[src/rtl/diff_eng_pkg.sv]
package diff_eng_pkg;
  localparam int unsigned DEF_DATA_W = 48;
  localparam int unsigned DEF_ORDERS = 6;
  localparam int unsigned DEF_CNT_W  = 16;

  typedef enum logic [1:0] {
    ST_IDLE = 2'd0,
    ST_RUN  = 2'd1,
    ST_DONE = 2'd2
  } run_state_e;
endpackage

[src/rtl/diff_order_reg.sv]
module diff_order_reg #(
  parameter int unsigned DATA_W = 48
) (
  input  logic              clk_i,
  input  logic              rst_ni,
  input  logic              load_en_i,
  input  logic [DATA_W-1:0] load_val_i,
  input  logic              step_i,
  input  logic [DATA_W-1:0] upper_i,
  output logic [DATA_W-1:0] val_o,
  output logic              carry_o
);
  logic [DATA_W:0] sum;

  assign sum     = {1'b0, val_o} + {1'b0, upper_i};
  assign carry_o = sum[DATA_W];

  always_ff @(posedge clk_i or negedge rst_ni) begin
    if (!rst_ni)        val_o <= '0;
    else if (load_en_i) val_o <= load_val_i;
    else if (step_i)    val_o <= sum[DATA_W-1:0];
  end
endmodule

[src/rtl/diff_step_ctrl.sv]
module diff_step_ctrl
  import diff_eng_pkg::*;
#(
  parameter int unsigned CNT_W = 16
) (
  input  logic             clk_i,
  input  logic             rst_ni,
  input  logic             load_i,
  input  logic             start_i,
  input  logic [CNT_W-1:0] count_i,
  input  logic             carry_any_i,
  output logic             step_o,
  output logic             load_ok_o,
  output logic [CNT_W-1:0] n_o,
  output logic             busy_o,
  output logic             done_o,
  output logic             ovf_o
);
  run_state_e       state_q;
  logic [CNT_W-1:0] rem_q;
  logic             go;

  assign busy_o    = (state_q == ST_RUN);
  assign done_o    = (state_q == ST_DONE);
  assign step_o    = busy_o;
  assign load_ok_o = load_i && !busy_o;
  assign go        = start_i && !busy_o && (count_i != '0);

  always_ff @(posedge clk_i or negedge rst_ni) begin
    if (!rst_ni) begin
      state_q <= ST_IDLE;
      rem_q   <= '0;
      n_o     <= '0;
      ovf_o   <= 1'b0;
    end else begin
      case (state_q)
        ST_RUN: begin
          n_o   <= n_o + 1'b1;
          rem_q <= rem_q - 1'b1;
          if (carry_any_i) ovf_o <= 1'b1;
          if (rem_q == CNT_W'(1)) state_q <= ST_DONE;
        end
        default: begin
          if (go) begin
            state_q <= ST_RUN;
            rem_q   <= count_i;
            n_o     <= '0;
            ovf_o   <= 1'b0;
          end else if (load_i) begin
            state_q <= ST_IDLE;
          end
        end
      endcase
    end
  end
endmodule

[src/rtl/diff_table_engine.sv]
module diff_table_engine
  import diff_eng_pkg::*;
#(
  parameter int unsigned DATA_W = DEF_DATA_W,
  parameter int unsigned ORDERS = DEF_ORDERS,
  parameter int unsigned CNT_W  = DEF_CNT_W,
  localparam int unsigned SEL_W = $clog2(ORDERS + 1)
) (
  input  logic              clk_i,
  input  logic              rst_ni,
  input  logic              load_i,
  input  logic [SEL_W-1:0]  load_sel_i,
  input  logic [DATA_W-1:0] load_val_i,
  input  logic              start_i,
  input  logic [CNT_W-1:0]  count_i,
  output logic [DATA_W-1:0] value_o,
  output logic              valid_o,
  output logic [CNT_W-1:0]  index_o,
  output logic              busy_o,
  output logic              done_o,
  output logic              ovf_o
);
  logic [DATA_W-1:0] ord_val [ORDERS+1];
  logic [ORDERS-1:0] carry;
  logic              step, load_ok;
  logic [CNT_W-1:0]  n_cur;

  diff_step_ctrl #(.CNT_W(CNT_W)) i_ctrl (
    .clk_i       (clk_i),
    .rst_ni      (rst_ni),
    .load_i      (load_i),
    .start_i     (start_i),
    .count_i     (count_i),
    .carry_any_i (|carry),
    .step_o      (step),
    .load_ok_o   (load_ok),
    .n_o         (n_cur),
    .busy_o      (busy_o),
    .done_o      (done_o),
    .ovf_o       (ovf_o)
  );

  for (genvar k = 0; k <= ORDERS; k++) begin : g_ord
    logic ld_en;
    assign ld_en = load_ok && (load_sel_i == SEL_W'(k));
    if (k < ORDERS) begin : g_add
      diff_order_reg #(.DATA_W(DATA_W)) i_ord (
        .clk_i      (clk_i),
        .rst_ni     (rst_ni),
        .load_en_i  (ld_en),
        .load_val_i (load_val_i),
        .step_i     (step),
        .upper_i    (ord_val[k+1]),
        .val_o      (ord_val[k]),
        .carry_o    (carry[k])
      );
    end else begin : g_top
      // highest order is the constant difference
      always_ff @(posedge clk_i or negedge rst_ni) begin
        if (!rst_ni)    ord_val[k] <= '0;
        else if (ld_en) ord_val[k] <= load_val_i;
      end
    end
  end

  always_ff @(posedge clk_i or negedge rst_ni) begin
    if (!rst_ni) begin
      valid_o <= 1'b0;
      value_o <= '0;
      index_o <= '0;
    end else begin
      valid_o <= step;
      if (step) begin
        value_o <= ord_val[0];
        index_o <= n_cur;
      end
    end
  end
endmodule

[config.mk]
export PLATFORM = sky130hd
export DESIGN_NAME = diff_table_engine
export DESIGN_NICKNAME = d
export VERILOG_FILES = /design/src/rtl/diff_eng_pkg.sv /design/src/rtl/diff_order_reg.sv /design/src/rtl/diff_step_ctrl.sv /design/src/rtl/diff_table_engine.sv
export SDC_FILE = /design/constraint.sdc
export NUM_CORES = 2
export LEC_CHECK = 0
export ABC_CLOCK_PERIOD_IN_PS = 3300
export BUFFER_PORTS_ARGS = -buffer_cell sky130_fd_sc_hd__buf_2
export CORE_MARGIN = 2
export CORE_UTILIZATION = 30
export DETAILED_ROUTE_END_ITERATION = 16
export SLEW_MARGIN = 10
export SYNTH_ARGS = -nofsm -noshare
export SYNTH_HDL_FRONTEND = slang
export SYNTH_SLANG_ARGS = --single-unit
[constraint.sdc]
create_clock -name clk_i -period 3.3 [get_ports clk_i]
set_input_delay 0.165 -clock clk_i [delete_from_list [all_inputs] [get_ports clk_i]]
set_output_delay 0.165 -clock clk_i [all_outputs]
set_load 0.01 [all_outputs]
==> flow_summary.yaml <==
floorplan:
  die_h_microns: 336
  pin_count: 139
  rows: 121
  die_x_microns: 336
  die_area_sq_um: 113000
  start_util: 0.303
  core_sq_um: 109000
timing:
  fin_ws_ns: -0.0765
  tightestPinTransition_ns: 1.13
  finalSetupViolations: 3
  slew_violations: 0
  period_share: 1.02
  fin_skew_ns: 0.0442
  hold_slack_ns: 0.0344
  fin_crit_ns: 3.38
  finalHoldViolCount: 0
  max_freq_mhz: 296
  slew-limit-headroom: 0.248
  rsz0062_at_grt: "true"
cells_and_area:
  layout_common_cells: "457 x nand2_1, 433 x dfrtp_1, 408 x o21ai_0, 353 x buf_4, 296 x a21oi_1"
  design_area_sq_um: 41200
  register_area_sq_um: 10900
  instances_no_fill: 5734
  final_common_cell: "nand2_1"
  multi_input_area_sq_um: 22100
  nets: 4640
  area_growth_pct: 24.8
  drive_above_1_share: 0.195
  fill_cells: 11000
critical_path:
  start_kind: "flip-flop"
  crit_path_max_fanout: 3
  end_kind: "flip-flop"
  path_class: "flip-flop to flip-flop"
  required_ns: 3.85
  arrival_ns: 3.92
grt:
  grt-ovfl-total: 0
  grt_pass1_vias: 30200
  grt_max_degree: 146
  grt_first_pass_wirelength_mm: 166
  grtUsageTotal: 0.181
  antenna_found_initial: 4
synth:
  synthesis.nets: 4204
  yosysWarnings: 0
  syn-cell-area_sq_um: 33000
  synth-edff-count: 0
  yosysTopAreaCellShare: 0.330
  ys_types: 88
  yosysTopAreaCell: "dfrtp_1"
  synthFlopType: "dfrtp_1"
  synthCells: 3836
  yosysSeqAreaShare: 0.330
  avgSynthCellArea_sq_um: 8.61
  synth_area_leaders: "dfrtp_1 33%, ha_1 11%, o21ai_0 6.6%"
  async_flop_share: 1.00
  synth_seq_cells: 436
run_status:
  violations: "negative setup slack"
  outcome: "finished with violations"
clocking:
  cts_buffer_depth: 3
  clock_latency_ns: 0.66
  htreeDepth: 2
  clkSlewWorstSetupHoldPaths_ns: 0.06
  cts_tree: "built"
  clock-sinks: 436
  cts-root-buf: "clkbuf_16"
  cts_buffers: 54
placement:
  place_congestion: 0.927
  io_buffers: 138
  placed_cells: 5531
  placed_area_sq_um: 37500
  hpwlAfterDp_mm: 79.8
  place_ws_ns: -0.345
run:
  maxCapViolCount: 0
route:
  vias: 31300
  wl_per_cell_microns: 18.4
  ant_nets: 0
  dr.pass1.iters: 6
  post_drt_via_cell_ratio: 5.46
  drt_iter0_markers: 2153
  drc: 0
  drt-total-wl_mm: 106
hold_path:
  hold_path_class: "input pin to flip-flop"
worst max-delay path, stage by stage (launching register included):
cell      delay, ns
dfrtp_1        0.41
ha_2           0.21
fa_2           0.34
a211o_1        0.30
a21oi_4        0.19
a21oi_2        0.10
o31ai_2        0.23
buf_4          0.16
a22oi_2        0.09
a31oi_4        0.29
o31ai_4        0.11
or2_1          0.23
a311oi_1       0.28
nor3_1         0.07
a221o_1        0.28
Yosys cell counts (11+ instances only):
cell / n
nor3b_1: 14
nand3_1: 67
a41oi_1: 11
a21o_1: 163
inv_1: 66
a211o_1: 12
o31ai_1: 16
o21a_1: 23
dfrtp_1: 436
mux2_2: 53
clkbuf_1: 173
a221o_1: 19
nor2_1: 172
a22oi_1: 253
nor4_1: 23
and3_1: 33
nor3_1: 51
a21oi_1: 323
xor2_1: 107
nand4_1: 60
nand2b_1: 28
a211oi_1: 37
o21ai_0: 435
and2_1: 14
nor2b_1: 32
o21bai_1: 56
or3_1: 17
a221oi_1: 21
a31oi_1: 36
ha_1: 291
o211ai_1: 16
xnor2_1: 129
o221ai_1: 11
nand2_1: 459
layer usage:
metal	share of wire	GRT usage
met2	0.44	0.286
met4	0.025	0.0501
met3	0.054	0.0261
met5	0.00011	0
met1	0.48	0.257
stage by stage:
stage,setup TNS (ns),utilization
floorplan,0,-
detailed placement,-6.90,0.344
finish,-0.117,0.378
global placement,-5.37,0.344
global route,-2.56,0.378
CTS,-0.0596,0.369
state kept, by name, summed over array words and instances, names as in the netlist:
name	flops
i_ctrl.rem_q	16
i_ctrl.n_o	16
g_ord.g_add.i_ord.val_o	288
ord_val	48
valid_o	1
i_ctrl.state_q	2
index_o	16
i_ctrl.ovf_o	1
value_o	48
cell type report:
class	count	area share
flip-flops and latches	436	0.265
multi-input cells	3144	0.537
clock inverters	23	0.00813
diodes	3	0.000182
well taps	1414	0.0429
clock buffers	78	0.0381
inverters	66	0.00607
repair buffers	570	0.103
logic make-up (layout without fill, tap and decap cells):
logic type / count (synthesis) / in the layout / share of synthesized area
muxes: 62 / 62 / 0.0208
adders and majority gates: 297 / 297 / 0.114
DFF: 436 / 436 / 0.330
other: 0 / 3 / 0
AOI/OAI and AO/OA: 1536 / 1536 / 0.300
xor gates and xnor gates: 236 / 236 / 0.0626
and+or+nand+nor: 1013 / 1013 / 0.143
buffers and inverters: 256 / 737 / 0.0294
final timing paths:
check / start / end / slack [ns] / cells past startpoint
min: load_val_i[8] / g_ord[5].g_add.i_ord.val_o[8] / 0.03 / 3
min in group asynchronous: rst_ni / ord_val[4] / 0.05 / 2
min reg2reg: value_o[15] / value_o[15] / 0.47 / 2
max reg2reg: g_ord[2].g_add.i_ord.val_o[0] / g_ord[2].g_add.i_ord.val_o[44] / -0.08 / 14
max: g_ord[2].g_add.i_ord.val_o[0] / g_ord[2].g_add.i_ord.val_o[44] / -0.08 / 14
max in group asynchronous: rst_ni / i_ctrl.ovf_o / 2.38 / 3
what timing repair did:
item | in CTS | in global routing
resized for setup | 50 | 147
pin swaps | 30 | 92
buffers inserted | 5 | 31
hold endpoints to repair | 543 | 0
cloned | 0 | 0
hold buffers | 63 | 0
endpoints found under the setup margin | 52 | 77
Power is left out: the tool's default activity adds up to more than one toggle a clock period on the data nets, which glitch-free logic cannot reach.
